<file path="src/rtl/flash_pgm_pkg.sv">
`timescale 1ns/1ps
package flash_pgm_pkg;
  localparam int WORD_W = 16;
  localparam int LANES  = WORD_W / 8;

  // Programming can only clear bits.
  function automatic logic [WORD_W-1:0] pgm_merge(input logic [WORD_W-1:0] old_w,
                                                  input logic [WORD_W-1:0] new_w);
    return old_w & new_w;
  endfunction

  // Status word returned while a cycle runs.
  function automatic logic [WORD_W-1:0] status_word(input logic [WORD_W-1:0] arr_w,
                                                    input logic [WORD_W-1:0] pend_w,
                                                    input logic              erasing,
                                                    input logic              tog);
    logic [WORD_W-1:0] w;
    w = arr_w;
    for (int l = 0; l < LANES; l++) begin
      w[8*l+7] = erasing ? 1'b0 : ~pend_w[8*l+7];
      w[8*l+6] = tog;
    end
    return w;
  endfunction
endpackage

</file>
<file path="src/rtl/fps_timer.sv">
`timescale 1ns/1ps
module fps_timer #(
  parameter int PGM_CYCLES   = 6,
  parameter int ERASE_CYCLES = 10
) (
  input  logic clk,
  input  logic rst_n,
  input  logic launch,
  input  logic launch_erase,
  output logic busy,
  output logic erasing,
  output logic done
);
  localparam int MAXC  = (PGM_CYCLES > ERASE_CYCLES) ? PGM_CYCLES : ERASE_CYCLES;
  localparam int CNT_W = (MAXC > 1) ? $clog2(MAXC) : 1;

  logic [CNT_W-1:0] cnt;

  assign done = busy && (cnt == '0);

  always_ff @(posedge clk or negedge rst_n) begin
    if (!rst_n) begin
      busy    <= 1'b0;
      erasing <= 1'b0;
      cnt     <= '0;
    end else if (launch) begin
      busy    <= 1'b1;
      erasing <= launch_erase;
      cnt     <= launch_erase ? CNT_W'(ERASE_CYCLES - 1) : CNT_W'(PGM_CYCLES - 1);
    end else if (done) begin
      busy    <= 1'b0;
      erasing <= 1'b0;
    end else if (busy) begin
      cnt <= cnt - 1'b1;
    end
  end

  // the cycle ends right after the count reaches zero
  a_r4_ends_at_zero: assert property (@(posedge clk) disable iff (!rst_n)
    (busy && cnt == '0 && !launch) |=> !busy);
  // the count steps down by one each busy cycle
  a_r4_counts_down: assert property (@(posedge clk) disable iff (!rst_n)
    (busy && cnt != '0) |=> (busy && cnt == $past(cnt) - 1'b1));
  // a launch never lands on a running cycle
  a_r9_launch_idle: assert property (@(posedge clk) disable iff (!rst_n)
    launch |-> !busy);
endmodule

</file>
<file path="src/rtl/fps_array.sv">
`timescale 1ns/1ps
module fps_array
  import flash_pgm_pkg::*;
#(
  parameter int ADDR_W = 3
) (
  input  logic              clk,
  input  logic              rst_n,
  input  logic              commit_pgm,
  input  logic              commit_erase,
  input  logic [ADDR_W-1:0] wr_addr,
  input  logic [WORD_W-1:0] wr_data,
  input  logic [ADDR_W-1:0] rd_addr,
  output logic [WORD_W-1:0] rd_word
);
  localparam int DEPTH = 1 << ADDR_W;

  logic [WORD_W-1:0] mem [DEPTH];
  logic [DEPTH-1:0]  word_ones;
  logic [WORD_W-1:0] target_word;

  for (genvar i = 0; i < DEPTH; i++) begin : g_word
    logic [WORD_W-1:0] word_q;
    always_ff @(posedge clk or negedge rst_n) begin
      if (!rst_n)
        word_q <= '1;
      else if (commit_erase)
        word_q <= '1;
      else if (commit_pgm && wr_addr == ADDR_W'(i))
        word_q <= pgm_merge(word_q, wr_data);
    end
    assign mem[i]       = word_q;
    assign word_ones[i] = &word_q;
  end

  assign rd_word     = mem[rd_addr];
  assign target_word = mem[wr_addr];

  // a program commit never raises a stored bit
  a_r2_no_rise: assert property (@(posedge clk) disable iff (!rst_n)
    commit_pgm |=> ((mem[$past(wr_addr)] & ~$past(target_word)) == '0));
  // after an erase commit every word is all ones
  a_r3_all_ones: assert property (@(posedge clk) disable iff (!rst_n)
    commit_erase |=> (&word_ones));
  // one commit kind at a time
  a_r2_one_commit: assert property (@(posedge clk) disable iff (!rst_n)
    !(commit_pgm && commit_erase));
endmodule

</file>
<file path="src/rtl/fps_status.sv">
`timescale 1ns/1ps
module fps_status
  import flash_pgm_pkg::*;
(
  input  logic              clk,
  input  logic              rst_n,
  input  logic              busy,
  input  logic              erasing,
  input  logic              rd_en,
  input  logic [WORD_W-1:0] arr_word,
  input  logic [WORD_W-1:0] pend_data,
  output logic [WORD_W-1:0] rd_data
);
  logic tog_q;
  logic tog_step;

  assign tog_step = busy && rd_en;

  always_ff @(posedge clk or negedge rst_n) begin
    if (!rst_n)
      tog_q <= 1'b0;
    else if (tog_step)
      tog_q <= ~tog_q;
  end

  assign rd_data = busy ? status_word(arr_word, pend_data, erasing, tog_q) : arr_word;

  // every busy read strobe inverts the toggle state
  a_r7_flip: assert property (@(posedge clk) disable iff (!rst_n)
    (busy && rd_en) |=> (tog_q != $past(tog_q)));
  // idle reads leave the toggle state alone
  a_r8_idle_hold: assert property (@(posedge clk) disable iff (!rst_n)
    !busy |=> $stable(tog_q));
  // idle reads return the stored word
  a_r8_true_data: assert property (@(posedge clk) disable iff (!rst_n)
    !busy |-> (rd_data == arr_word));
endmodule

</file>
<file path="src/rtl/flash_pgm_status.sv">
`timescale 1ns/1ps
module flash_pgm_status
  import flash_pgm_pkg::*;
#(
  parameter int ADDR_W       = 3,
  parameter int PGM_CYCLES   = 6,
  parameter int ERASE_CYCLES = 10
) (
  input  logic              clk,
  input  logic              rst_n,
  input  logic              start_pgm,
  input  logic              start_erase,
  input  logic [ADDR_W-1:0] wr_addr,
  input  logic [15:0]       wr_data,
  input  logic              rd_en,
  input  logic [ADDR_W-1:0] rd_addr,
  output logic [15:0]       rd_data,
  output logic              busy
);
  logic              accept;
  logic              accept_erase;
  logic              erasing;
  logic              done;
  logic              commit_pgm;
  logic              commit_erase;
  logic [ADDR_W-1:0] pend_addr;
  logic [WORD_W-1:0] pend_data;
  logic [WORD_W-1:0] arr_word;

  assign accept       = !busy && (start_pgm || start_erase);
  assign accept_erase = accept && start_erase;   // erase wins a tie
  assign commit_pgm   = done && !erasing;
  assign commit_erase = done && erasing;

  always_ff @(posedge clk or negedge rst_n) begin
    if (!rst_n) begin
      pend_addr <= '0;
      pend_data <= '1;
    end else if (accept) begin
      pend_addr <= wr_addr;
      pend_data <= accept_erase ? '1 : wr_data;
    end
  end

  fps_timer #(
    .PGM_CYCLES  (PGM_CYCLES),
    .ERASE_CYCLES(ERASE_CYCLES)
  ) u_timer (
    .clk         (clk),
    .rst_n       (rst_n),
    .launch      (accept),
    .launch_erase(accept_erase),
    .busy        (busy),
    .erasing     (erasing),
    .done        (done)
  );

  fps_array #(.ADDR_W(ADDR_W)) u_array (
    .clk         (clk),
    .rst_n       (rst_n),
    .commit_pgm  (commit_pgm),
    .commit_erase(commit_erase),
    .wr_addr     (pend_addr),
    .wr_data     (pend_data),
    .rd_addr     (rd_addr),
    .rd_word     (arr_word)
  );

  fps_status u_status (
    .clk      (clk),
    .rst_n    (rst_n),
    .busy     (busy),
    .erasing  (erasing),
    .rd_en    (rd_en),
    .arr_word (arr_word),
    .pend_data(pend_data),
    .rd_data  (rd_data)
  );

  // requests during a cycle do not touch the pending target
  a_r9_pending_held: assert property (@(posedge clk) disable iff (!rst_n)
    busy |=> ($stable(pend_addr) && $stable(pend_data)));
  // a tied request becomes an erase
  a_r11_erase_wins: assert property (@(posedge clk) disable iff (!rst_n)
    (!busy && start_pgm && start_erase) |=> (busy && erasing));
  // erase polling bits read zero
  a_r6_poll_zero: assert property (@(posedge clk) disable iff (!rst_n)
    (busy && erasing) |-> (rd_data[15] == 1'b0 && rd_data[7] == 1'b0));
  // non-status bits follow the array while busy
  a_r10_passthru: assert property (@(posedge clk) disable iff (!rst_n)
    busy |-> ((rd_data & 16'h3F3F) == (arr_word & 16'h3F3F)));
endmodule

</file>
<file path="config.mk">
export PLATFORM = sky130hd
export DESIGN_NAME = flash_pgm_status
export DESIGN_NICKNAME = d
export VERILOG_FILES = /design/src/rtl/flash_pgm_pkg.sv /design/src/rtl/fps_timer.sv /design/src/rtl/fps_array.sv /design/src/rtl/fps_status.sv /design/src/rtl/flash_pgm_status.sv
export SDC_FILE = /design/constraint.sdc
export NUM_CORES = 1
export LEC_CHECK = 0
export BUFFER_PORTS_ARGS = -buffer_cell sky130_fd_sc_hd__buf_4
export CORE_AREA = 2 2 132 134
export CTS_CLUSTER_DIAMETER = 60
export DETAILED_ROUTE_END_ITERATION = 16
export DIE_AREA = 0 0 134 136
export PLACE_DENSITY = 0.66
export SLEW_MARGIN = 40
export SYNTH_ARGS = -nofsm -noshare
export SYNTH_HDL_FRONTEND = slang
export SYNTH_SLANG_ARGS = --single-unit
</file>
<file path="constraint.sdc">
create_clock -name clk -period 2 [get_ports clk]
set_clock_uncertainty 0.1 [all_clocks]
set_input_delay 0.4 -clock clk [delete_from_list [all_inputs] [get_ports clk]]
set_output_delay 0.4 -clock clk [all_outputs]
set_load 0.05 [all_outputs]
</file>
* Word level (Yosys, flattened, before mapping) *
Cells that the tools add are included.

operators by class
  add/sub/neg operators = 1
  magnitude comparators = 1
  equal/unequal tests = 8
  mux-type cells = 30
  bitwise logic cells = 12
  reductions and logical operators = 30

operators by type and width
  cell                                                                count
  16-bit 2-to-1 mux                                                   20
  16-bit bitwise AND                                                  8
  16-bit binary-select mux with 3-bit select                          1
  2-bit nonzero test                                                  10
  4-bit 2-to-1 mux                                                    4
  1-bit logical AND                                                   14
  3-bit == test, second input constant                                4
  3-bit by 2-bit == test with 1-bit output, second input constant     2
  1-bit 2-to-1 mux                                                    5
  4-bit >= comparator, second input constant                          1
  4-bit zero test                                                     1
  3-bit NOT with 4-bit output                                         1
  4-bit by 1-bit subtractor with 4-bit output, second input constant  1
  3-bit by 1-bit == test with 1-bit output, second input constant     1
  3-bit zero test                                                     1
  1-bit NOT                                                           3
  1-bit zero test                                                     2
  2-bit != test, second input constant                                1
  2-bit AND reduction                                                 1
  1-bit logical OR                                                    1

storage, ports and cells
  register bits after elaboration = 154

* Longest topological paths before layout *
Gate-level depths: netlist of the first run.

  word-level depth = 6
  mapped depth = 8
  mapped depth without buffers = 5

* Cells and area by module *
Synthesis of the first run repeated with hierarchy kept, for this count alone.

unflattened totals
  cells, all modules = 632
  area total of the unflattened synthesis = 7,614.8 um^2

modules (own cells, without submodules)
  module            instances  cells each  area an instance (um^2)  sequential area each (um^2)
  fps_array         1          473         6,052.1                  3,363.2
  flash_pgm_status  1          102         1,054.8                  495.5
  fps_timer         1          33          329.1                    150.1
  fps_status        1          24          178.9                    25.0

* Worst setup path before layout of the first run *
No wires, ideal clock.

  kind = reg-to-output
  from = register u_timer.busy
  to = output port rd_data[14]
  arrival = 2.734 ns
  required time = 1.500 ns
  setup slack = -1.234 ns
  cell stages (with the launch flop) = 4
  path buffers = 2
  path through = dfrtp_1 > buf_2 > buf_1 > o41ai_1

between the ends
  longest elaborated chain between the ends = 1

RTL lines
  item                      RTL line                source
  start: declaration        fps_timer.sv:10         output logic busy,
  start signal: assignment  fps_timer.sv:23         busy <= 1'b0;
  start signal: assignment  fps_timer.sv:27         busy <= 1'b1;
  start signal: assignment  fps_timer.sv:31         busy <= 1'b0;
  16-bit 2-to-1 mux         fps_status.sv:26        assign rd_data = busy ? status_word(arr_word, pend_data, erasing, tog_q) : arr_word;
  end: declaration          flash_pgm_status.sv:17  output logic [15:0] rd_data,

No other way between the ends.

* Worst setup path in the final report of the first run *
  from = register u_array.g_word[5].word_q[6]
  to = output port rd_data[6]

between the ends
  longest elaborated chain between the ends = 4

RTL lines
  item                                                  RTL line          source
  start: declaration                                    fps_array.sv:23   logic [WORD_W-1:0] word_q;
  start signal: assignment                              fps_array.sv:30   word_q <= pgm_merge(word_q, wr_data);
  16-bit binary-select mux with 3-bit select            fps_array.sv:36   assign rd_word = mem[rd_addr];
  16-bit 2-to-1 mux (not written as such) (2 in a row)  fps_array.sv:36
  16-bit 2-to-1 mux                                     fps_status.sv:26

No other way between the ends. The select of a mux whose other input is x is not followed.

==> summary.txt, run 1 <==
Run status
  • Outcome: complete, but fails checks
  • Failing checks: negative setup slack

STA
  • RSZ-0062 raised after global routing: true
  • Fin. max-slew vios: 0
  • Least-Margin Pin Slew: between 0.7 and 0.8 ns
  • # setup viols final: 19
  • Hold Fails Final Rpt: 0
  • Maximum clock frequency: 432.8 MHz
  • Hold slack: approximately 0.064 ns
  • Crit share post-route: 115.5%
  • Min Clock Period, post-route: 2.310 ns
  • Setup WS post-layout: -0.3105 ns
  • Slew margin rel.: 51.16%

CTS
  • TritonCTS clock tree: yes
  • CTS Buffer Depth: 2
  • H-tree levels: 4
  • Root Driver: clkbuf_16
  • Cts bufs inserted: 17
  • Clock-pin slew on the worst setup and hold paths: about 0.06 ns
  • Worst-Skew Late Latency: 0.43 ns
  • Clock sink count: 154

Setup path
  • Setup crit start kind: flop
  • Critical path class: reg -> out
  • CP arrival: approximately 1.8 ns
  • CP max FO: 2
  • CP Data Required Time: roughly 1.5 ns
  • Worst Setup End Kind: output port
  • FF-to-FF path depth: 7

Power and ir drop
  • Leakage: 4.445 nW
  • VDD IR-drop max: between 1000 and 1500 µV
  • Pwr/cell area: 1825 nW/µm²
  • Power Total: around 0.019 W

Synthesis
  • Async set-reset flop share out of synthesis: 100.0%
  • Top_reg_cell synth: dfstp_2
  • Mapped Area: just over 8000 µm²
  • Synth Warn #: 0
  • Netlist cell types: 40
  • Post-synth EDFFs: 0
  • Syn Inst Count: 659
  • Syn_nets: a little under 700
  • Leading area contributor after synthesis: dfstp_2
  • Avg Inst Size Synth: around 12 µm²
  • Register bit total from synthesis: between 150 and 200
  • Top cell type's share of synthesized area: between 40% and 50%
  • Synth area leaders: dfstp_2 (46%), o41ai_2 (17%), mux4_2 (7.7%), nand2_1 (7.2%), o41ai_1 (4.8%)
  • Sequential-to-total area share from yosys stat: between 40 and 50%

Die
  • Die area: approximately 18000 µm²
  • Ports: 44
  • Initial Utilization: roughly 49%
  • Chip Width: 134 µm
  • Die Y: about 140 µm
  • Core ar.: roughly 17000 µm²
  • Std cell rows: 48

Drt
  • DRC viols: 0
  • WL/cell: 23.01 µm
  • DRT Pass-1 Iters: 6
  • Final ANT Viol Nets: 0
  • Via count: roughly 5900
  • WL final: ~21 mm
  • Drt initial violations: about 430
  • Routed vias/inst: between 6 and 7

Placement
  • Routability cong.: around 0.75
  • Number of port buffers: 43
  • DP Worst Slack: -0.4110 ns
  • Post-DP HPWL: between 10 and 15 mm

Finish
  • Layout Area Growth over Synthesis: 29.15%
  • Nets@finish: 725
  • Most frequent cells in the layout: nand2_1 (158), dfstp_2 (144), o41ai_2 (95)
  • Share of cells above drive strength 1: 66.29%
  • Commonest non-fill, non-tap cell in the layout: nand2_1
  • N_diodes: 0
  • Layout fillers: 1246

Global route
  • Largest net degree at the start of global routing: 95
  • First-pass GRT wire length: between 30 and 40 mm
  • Total grt overflow: 0
  • GRT Total Usage: between 20% and 30%
  • Initial antenna violation count: 0
  • Vias in the first global route: between 5000 and 6000

Worst hold path
  • Worst min path class: in -> reg
  • Cell depth of the worst min-delay path: 3

Flow run
  • Max-capacitance violation count: 0
per-stage QoR:
stage               TNS [ns]  instance area [µm²]  instances  util (%)
CTS                   -3.595                 9908        918     58.71
global route          -5.294                10580        934     62.70
global placement      -5.859                 9000        880     53.33
finish                -3.638                10580        934     62.70
floorplan           -0.08372                 8384        659         -
detailed placement    -6.037                 9000        880     53.33
sequential cells by signal, indices dropped and copies added (netlist names):
name and cells:
pend_addr 3, pend_data 16, u_array.g_word.word_q 128, u_status.tog_q 1
u_timer.busy 1, u_timer.cnt 4, u_timer.erasing 1
cell families (layout without fill, tap and decap cells):
logic type | after synthesis | count (layout) | share of synthesized area, %
AND/OR/NAND/NOR | 194 | 195 | 9.759
multiplexers | 46 | 46 | 10.14
XOR/XNOR | 1 | 1 | 0.1069
AO/OA/AOI/OAI | 165 | 165 | 24.45
flip-flops | 154 | 154 | 49.24
adder cells (fa/ha/maj) | 2 | 2 | 0.3054
buffers and inverters | 97 | 146 | 6.002
path summary, 6_finish.rpt:
path                                                              start                                 endpoint  slack (ns)
worst max-delay path            u_array.g_word[5].word_q[6]$_DFFE_PN1P_                               rd_data[6]       -0.31
worst min-delay path                                         wr_addr[1]                 pend_addr[1]$_DFFE_PN0P_        0.06
worst max register to register               u_timer.cnt[0]$_DFFE_PN0P_  u_array.g_word[0].word_q[0]$_DFFE_PN1P_       -0.01
worst min register to register  u_array.g_word[1].word_q[8]$_DFFE_PN1P_  u_array.g_word[1].word_q[8]$_DFFE_PN1P_        0.35
max in group asynchronous                                         rst_n  u_array.g_word[2].word_q[9]$_DFFE_PN1P_        0.77
min in group asynchronous                                         rst_n                 u_timer.busy$_DFFE_PN0P_        0.36
where the power goes:
group | internal (W) | total (W) | switching (W)
clock network | 0.00256 | 0.00387 | 0.00131
logic | 0.00367 | 0.00814 | 0.00447
registers | 0.00553 | 0.00730 | 0.00177
total | 0.0118 | 0.0193 | 0.00754
synthesized netlist by cell type (5+ instances only):
master    instances
buf_1            17
buf_2            15
buf_6            14
clkbuf_1         45
dfrtp_1          10
dfstp_2         144
inv_1             5
mux2_2           16
mux4_2           28
nand2_1         158
nor2_1           18
nor2b_1           6
o21ai_0          18
o41ai_1          45
o41ai_2          85
layout make-up:
type                    count  area (µm²)  share of cell area, %
clock inverters            12       241.5                  2.282
repair buffers            109        1209                  11.42
flip-flops and latches    154        4039                  38.17
inverters                   5       18.77                 0.1774
well taps                 225       281.5                  2.661
clock buffers              20       466.7                  4.411
multi-input cells         409        4325                  40.88
per-layer routing:
metal / track usage, % / wire length (µm) / vias up
li1: - / - / 2564
met1: 32.90 / 9788 / 3203
met2: 36.38 / 10490 / 155
met3: 4.735 / 917 / 23
met4: 7.092 / 292 / 0
met5: 0 / 0 / -
repair_timing:
action | 4_1_cts | 5_1_grt
setup endpoints to repair | 19 | 67
cloned | 0 | 8
pin swaps | 2 | 25
hold buffers | 1 | 0
hold endpoints to repair | 9 | 0
resized for setup | 35 | 54
buffers inserted | 8 | 8
critical path: stages (launching register included):
cell and delay, ns:
dfstp_2 0.54, mux4_2 0.26, nor2b_2 0.06, o41ai_4 0.31
buf_6 0.21
No activity file was read; power rests on OpenSTA's default activity.
==> inputs of run 2 (changes only) <==
--- a/config.mk
+++ b/config.mk
@@ -11,6 +11,7 @@
 export DETAILED_ROUTE_END_ITERATION = 16
 export DIE_AREA = 0 0 134 136
 export PLACE_DENSITY = 0.66
+export SKIP_CTS_REPAIR_TIMING = 1
 export SLEW_MARGIN = 40
 export SYNTH_ARGS = -nofsm -noshare
 export SYNTH_HDL_FRONTEND = slang
==> run 2 against run 1 <==
Against the previous run: the run still ends with negative setup slack left; highest routed layer unchanged; die area stayed put; hold slack worse by 0.0034 ns; combinational power about the same; critical path depth unchanged; clock-buffer cell count is the same.
==> summary.txt, run 2 (synthesized netlist as in run 1, its figures left out) <==
Run status
  • Outcome: complete, but fails checks
  • Failing checks: negative setup slack

Drt
  • Final ANT Viol Nets: 0 (unchanged)
  • Met2 WL post-DR: 10.73 mm (+2.2%)
  • WL/cell: 23.76 µm (+3.2%)
  • Routed vias/inst: 6.395 (+0.48%)
  • WL final: 22.17 mm (+3.1%)
  • DRT met1 WL: 10.14 mm (+3.6%)
  • Via count: 5967 (+0.37%)
  • Drt initial violations: 567 (+32%)
  • DRC viols: 0 (unchanged)
  • Met3 wire len: 967 µm (+5.5%)
  • DR top layer: met4
  • DRT Pass-1 Iters: 5 (-1)

Power and ir drop
  • VDD IR-drop max: 1254 µV (+13%)
  • Pwr/cell area: 1826 nW/µm² (about the same)
  • Leakage: 4.427 nW (-0.40%)
  • Power Total: 0.01932 W (about the same)

STA
  • Min Clock Period, post-route: 2.312 ns (+0.001851 ns)
  • Crit share post-route: 115.6% (about the same)
  • Hold Fails Final Rpt: 0 (unchanged)
  • Hold slack: 0.06088 ns (-0.003381 ns)
  • Fin. max-slew vios: 0 (unchanged)
  • Least-Margin Pin Slew: 0.7070 ns (-0.02564 ns)
  • Setup WS post-layout: -0.3123 ns (-0.001851 ns)
  • # setup viols final: 22 (+3)
  • Slew margin rel.: 52.87% (+1.7 points)
  • Maximum clock frequency: 432.5 MHz (about the same)
  • RSZ-0062 raised after global routing: true

Finish
  • Largest reg by FF count: u_array.g_word.word_q
  • Sequential cell area: 4039 µm² (unchanged)
  • Layout Area Growth over Synthesis: 29.11% (about the same)
  • N_diodes: 0 (unchanged)
  • Commonest non-fill, non-tap cell in the layout: nand2_1
  • Area occupied by multi-input gates: 4300 µm² (-0.58%)
  • Most frequent cells in the layout: nand2_1 (158), dfstp_2 (144), o41ai_2 (105)
  • Max reg flops: 128 (unchanged)
  • Nets@finish: 724 (-0.14%)
  • Share of cells above drive strength 1: 66.81% (+0.52 points)
  • Regs by FF count: u_array.g_word.word_q (128), pend_data (16), u_timer.cnt (4)
  • Layout fillers: 1236 (-0.80%)

Global route
  • Initial antenna violation count: 0 (unchanged)
  • Vias in the first global route: 5916 (-0.79%)
  • GRT Total Usage: 22.97% (-0.31 points)
  • Largest net degree at the start of global routing: 95 (unchanged)
  • First-pass GRT wire length: 32.50 mm (-1.3%)
  • Total grt overflow: 0 (unchanged)

Die
  • Die Y: 136 µm (unchanged)
  • Std cell rows: 48 (unchanged)
  • Chip Width: 134 µm (unchanged)
  • Initial Utilization: 48.55% (unchanged)
  • Die area: 18220 µm² (unchanged)
  • Core ar.: 16880 µm² (unchanged)
  • Ports: 44 (unchanged)

Setup path
  • CP max FO: 2 (unchanged)
  • Critical path class: reg -> out
  • Largest incremental delay on the critical path: 0.55 ns (about the same)
  • Worst path slowest cell: dfstp_2
  • CP cell instances: mux4_2 -> nor2b_2 -> o41ai_4 -> buf_6
  • CP arrival: 1.81 ns (about the same)
  • Worst Setup End Kind: output port
  • CP Data Required Time: 1.50 ns (about the same)
  • Setup crit start kind: flop

CTS
  • Cts bufs inserted: 17 (unchanged)
  • Clock sink count: 154 (unchanged)
  • CTS Buffer Depth: 2 (unchanged)
  • Worst-Skew Late Latency: 0.43 ns (about the same)
  • Root Driver: clkbuf_16
  • H-tree levels: 4 (unchanged)
  • Clock-pin slew on the worst setup and hold paths: 0.06 ns (about the same)
  • TritonCTS clock tree: yes

Worst hold path
  • Worst min path class: in -> reg

Placement
  • Routability cong.: 0.7527 (unchanged)
  • Number of port buffers: 43 (unchanged)
  • DP Worst Slack: -0.4110 ns (unchanged)
  • Post-DP HPWL: 11.68 mm (unchanged)

Flow run
  • Max-capacitance violation count: 0 (unchanged)
run 2: cell types whose count changed in the layout (fill, tap and decap cells not counted), moves of 3 or more:
cell	delta
o41ai_1	-4
clkbuf_16	+3
buf_6	+5
o41ai_4	-6
buf_4	-6
buf_8	-3
o41ai_2	+10
run 2: final timing paths:
path | from | endpoint | slack, ns | depth (start not counted)
worst max-delay path | u_array.g_word[5].word_q[6]$_DFFE_PN1P_ | rd_data[6] | -0.31 | 4
worst max register to register | u_timer.cnt[1]$_DFFE_PN0P_ | u_array.g_word[6].word_q[15]$_DFFE_PN1P_ | -0.04 | 7
worst min-delay path | wr_addr[1] | pend_addr[1]$_DFFE_PN0P_ | 0.06 | 3
worst min register to register | u_array.g_word[5].word_q[8]$_DFFE_PN1P_ | u_array.g_word[5].word_q[8]$_DFFE_PN1P_ | 0.35 | 2
min in group asynchronous | rst_n | pend_addr[0]$_DFFE_PN0P_ | 0.36 | 2
max in group asynchronous | rst_n | u_array.g_word[2].word_q[9]$_DFFE_PN1P_ | 0.77 | 3
run 2: cell type report:
class,count,area share (%)
multi-input cells,410,40.66
well taps,225,2.661
flip-flops and latches,154,38.18
repair buffers,107,11.63
clock inverters,12,2.283
clock buffers,20,4.412
inverters,5,0.1774
run 2: critical path: cells and delay by family (launching register included):
family                 cells  cell delay [ns]
multiplexers               1             0.26
buffers and inverters      1             0.21
AO/OA/AOI/OAI              1             0.31
flip-flops                 1             0.55
AND/OR/NAND/NOR            1             0.06
run 2: layer usage:
layer,vias up,track usage [%]
met5,-,0
met4,0,7.624
met3,26,4.959
met2,176,35.70
met1,3201,32.20
li1,2564,-
run 2: report_power, final:
part	switching, W	total (W)	internal (W)
clock network	0.00132	0.00388	0.00256
registers	0.00177	0.00730	0.00553
logic	0.00447	0.00814	0.00366
run 2: through the flow:
| stage | TNS (ns) | utilization (%) | std cells | area, µm² |
|---|---|---|---|---|
| final | -3.758 | 62.68 | 933 | 10580 |
| after global routing | -5.648 | 62.68 | 933 | 10580 |
| after CTS | -6.253 | 57.53 | 912 | 9708 |
| after detailed placement | -6.037 | 53.33 | 880 | 9000 |
| after global placement | -5.859 | 53.33 | 880 | 9000 |
| after floorplan | -0.08372 | - | 659 | 8384 |
==> inputs of run 3 (changes only) <==
--- a/config.mk
+++ b/config.mk
@@ -5,11 +5,12 @@
 export SDC_FILE = /design/constraint.sdc
 export NUM_CORES = 1
 export LEC_CHECK = 0
+export ABC_AREA = 1
 export BUFFER_PORTS_ARGS = -buffer_cell sky130_fd_sc_hd__buf_4
-export CORE_AREA = 2 2 132 134
+export CORE_AREA = 2 2 137 139
 export CTS_CLUSTER_DIAMETER = 60
 export DETAILED_ROUTE_END_ITERATION = 16
-export DIE_AREA = 0 0 134 136
+export DIE_AREA = 0 0 139 141
 export PLACE_DENSITY = 0.66
 export SKIP_CTS_REPAIR_TIMING = 1
 export SLEW_MARGIN = 40
==> constraint.sdc (replaced) <==
create_clock -name clk -period 2.63 [get_ports clk]
set_clock_uncertainty 0.1 [all_clocks]
set_input_delay 0.526 -clock clk [delete_from_list [all_inputs] [get_ports clk]]
set_output_delay 0.526 -clock clk [all_outputs]
set_load 0.05 [all_outputs]
==> run 3 against run 2 <==
Against the previous run: the flow finishes with violations (negative hold slack); clock power is 34% lower; non-clock buffer count is 40 lower; cell area is 6.9% lower; hold slack worse by 0.098 ns; synthesized cell count is 92% higher; sequential cell count stayed put; critical endpoint is now rd_data[14]; largest cell class unchanged; largest power group is now registers.
==> summary.txt, run 3 <==
Synthesis
  • Avg Inst Size Synth: 7.007 µm² (-44%)
  • Most frequent cell after synthesis: nand2_1
  • Syn_nets: 1292 (+88%)
  • Most frequent cells after synthesis: nand2_1 (676), dfstp_2 (144), nor2_1 (116)
  • Sequential-to-total area share from yosys stat: 45.58% (-3.7 points)
  • Register bit total from synthesis: 154 (unchanged)
  • Synth Warn #: 0 (unchanged)
  • Synth area leaders: dfstp_2 (43%), nand2_1 (29%), nor2_1 (4.9%), nand3_1 (3.4%), o21ai_0 (3.4%)
  • Async set-reset flop share out of synthesis: 100.0% (unchanged)
  • Netlist cell types: 33 (-18%)
  • Top_reg_cell synth: dfstp_2
  • Syn Inst Count: 1263 (+92%)
  • Top cell type's share of synthesized area: 42.75% (-3.4 points)
  • Post-synth EDFFs: 0 (unchanged)
  • Mapped Area: 8850 µm² (+8.0%)
  • Leading area contributor after synthesis: dfstp_2

CTS
  • Worst-Skew Late Latency: 0.43 ns (about the same)
  • CTS Buffer Depth: 2 (unchanged)
  • H-tree levels: 4 (unchanged)
  • Cts bufs inserted: 17 (unchanged)
  • Clock sink count: 154 (unchanged)
  • Clock-pin slew on the worst setup and hold paths: 0.06 ns (about the same)
  • Root Driver: clkbuf_16
  • TritonCTS clock tree: yes

Drt
  • DRT Pass-1 Iters: 6 (+1)
  • Drt initial violations: 823 (+45%)
  • WL/cell: 15.79 µm (-34%)
  • Routed vias/inst: 5.182 (-19%)
  • WL final: 23.97 mm (+8.1%)
  • Final ANT Viol Nets: 0 (unchanged)
  • DRC viols: 0 (unchanged)
  • Via count: 7866 (+32%)

STA
  • Maximum clock frequency: 412.4 MHz
  • RSZ-0062 raised after global routing: false
  • Setup TNS: 0 ns (+3.758 ns)
  • Hold Fails Final Rpt: 4 (+4)
  • Slew margin rel.: 52.23% (-0.64 points)
  • Hold slack: -0.03684 ns (-0.09772 ns)
  • # setup viols final: 0 (-100%)
  • Least-Margin Pin Slew: 0.7165 ns (+0.009561 ns)
  • Min Clock Period, post-route: about 2.4 ns
  • Crit share post-route: between 90% and 100%
  • Fin. max-slew vios: 0 (unchanged)

Global route
  • Initial antenna violation count: 0 (unchanged)
  • Largest net degree at the start of global routing: 161 (+69%)
  • GRT Total Usage: 25.21% (+2.2 points)
  • Total grt overflow: 0 (unchanged)
  • Vias in the first global route: 7386 (+25%)
  • First-pass GRT wire length: 39.22 mm (+21%)

Setup path
  • Worst path slowest cell: inv_2
  • Crit path top cell by count: nand2_1
  • Worst reg2reg path endpoint: u_array.g_word[1].word_q[13]$_DFFE_PN1P_
  • Largest incremental delay on the critical path: 0.22 ns (-0.33 ns)
  • FF-to-FF path depth: 9 (+2)
  • Worst Setup End Kind: output port
  • Setup crit start kind: input port
  • Critical path class: in -> out
  • CP Data Required Time: 2.00 ns (+0.50 ns)
  • CP cell instances: buf_4 -> inv_2 -> buf_4 -> nand2_1 -> nand2_1 -> nand2_1 -> nand3_1 -> nand3_1 -> nand2_1 -> buf_4
  • Reg2Reg Launch Point: u_timer.cnt[0]$_DFFE_PN0P_
  • R2R Setup Slk: 0.37 ns (+0.41 ns)
  • CP max FO: 13 (+11)
  • CP arrival: 1.80 ns (about the same)

Die
  • Die area: 19600 µm² (+7.5%)
  • Std cell rows: 50 (+4.2%)
  • Chip Width: 139 µm (+3.7%)
  • Ports: 44 (unchanged)
  • Initial Utilization: 48.45% (-0.10 points)
  • Die Y: 141 µm (+3.7%)
  • Core ar.: 18270 µm² (+8.2%)

Power and ir drop
  • VDD IR-drop max: 667.8 µV (-47%)
  • Leakage: 5.180 nW (+17%)
  • Pwr/cell area: 1079 nW/µm² (-41%)

Finish
  • Fin util: 53.90% (-8.8 points)
  • Layout fillers: 1761 (+42%)
  • Layout Area Growth over Synthesis: 11.25%
  • Sequential cell area: 4034 µm² (-0.12%)
  • Nets@finish: 1300 (+80%)
  • Share of cells above drive strength 1: 23.29% (-44 points)
  • Area occupied by multi-input gates: 4167 µm² (-3.1%)
  • Largest reg by FF count: u_array.g_word.word_q
  • Most frequent cells in the layout: nand2_1 (676), dfstp_2 (144), nor2_1 (116)
  • Regs by FF count: u_array.g_word.word_q (128), pend_data (16), u_timer.cnt (4)
  • Max reg flops: 128 (unchanged)
  • N_diodes: 0 (unchanged)
  • Commonest non-fill, non-tap cell in the layout: nand2_1

Flow run
  • Max-capacitance violation count: 0 (unchanged)

Placement
  • Post-DP HPWL: 15.42 mm (+32%)
  • Routability cong.: 0.8329 (+11%)
  • Number of port buffers: 43 (unchanged)

Run status
  • Outcome: complete, but fails checks
  • Failing checks: negative hold slack

Worst hold path
  • Worst min path class: in -> async
run 3: per-layer routing:
metal  part of all wire, %  vias up  GRT usage, %
met5                     0        -             0
met4                   1.4        0         7.337
met3                   5.0       29         3.668
met2                    46      203         40.73
met1                    48     3734         35.53
li1                      -     3900             -
run 3: cell type report:
type	instances	area share [%]
multi-input combinational	985	42.32
sequential	154	40.97
clock buffer	21	4.677
inverter	46	1.932
timing repair buffer	67	5.655
clock inverter	11	1.474
tap	234	2.974
run 3: how the worst max path moves through the flow:
stage | to | slack, ns | startpoint | cells past startpoint
after CTS | rd_data[14] | 0.22 | rd_addr[0] | 10
after global routing | rd_data[14] | 0.09 | rd_addr[0] | 10
final | rd_data[14] | 0.20 | rd_addr[0] | 10
after floorplan | rd_data[0] | 0.40 | rd_addr[1] | 6
after detailed placement | rd_data[14] | 0.22 | rd_addr[0] | 10
after global placement | rd_data[14] | 0.24 | rd_addr[0] | 10
run 3: worst max-delay path, delay by kind of cell:
family	cells	cell delay (ns)
buffers and inverters	4	0.79
AND/OR/NAND/NOR	6	0.47
run 3: cell families after synthesis:
kind of cell               Yosys count  synth area share, %
DFF                                154                45.58
and+or+nand+nor                    890                40.17
adders and majority gates            2               0.2827
AOI/OAI and AO/OA                   91                6.376
buffers and inverters              124                7.394
xor gates and xnor gates             2               0.1980
run 3: where the power goes:
| part | switching, W | total (W) | internal, W |
|---|---|---|---|
| sequential | 0.000984 | 0.00463 | 0.00365 |
| combinational | 0.00227 | 0.00344 | 0.00117 |
| clock | 0.00101 | 0.00255 | 0.00154 |
| total | 0.00427 | 0.0106 | 0.00636 |
run 3: per-stage QoR:
stage	area [µm²]	setup slack, ns	power, W	hold WS (ns)	cells
6_report	9846	0.2049	0.01062	-0.03684	1518
3_3_place_gp	9240	0.2360	0.007956	0.3589	1486
4_1_cts	9846	0.2183	0.01063	-0.01225	1518
5_1_grt	9846	0.09169	0.01133	0.008603	1518
3_5_place_dp	9240	0.2152	0.008058	0.3640	1486
2_1_floorplan	8850	0.3982	0.007042	0.1304	1263
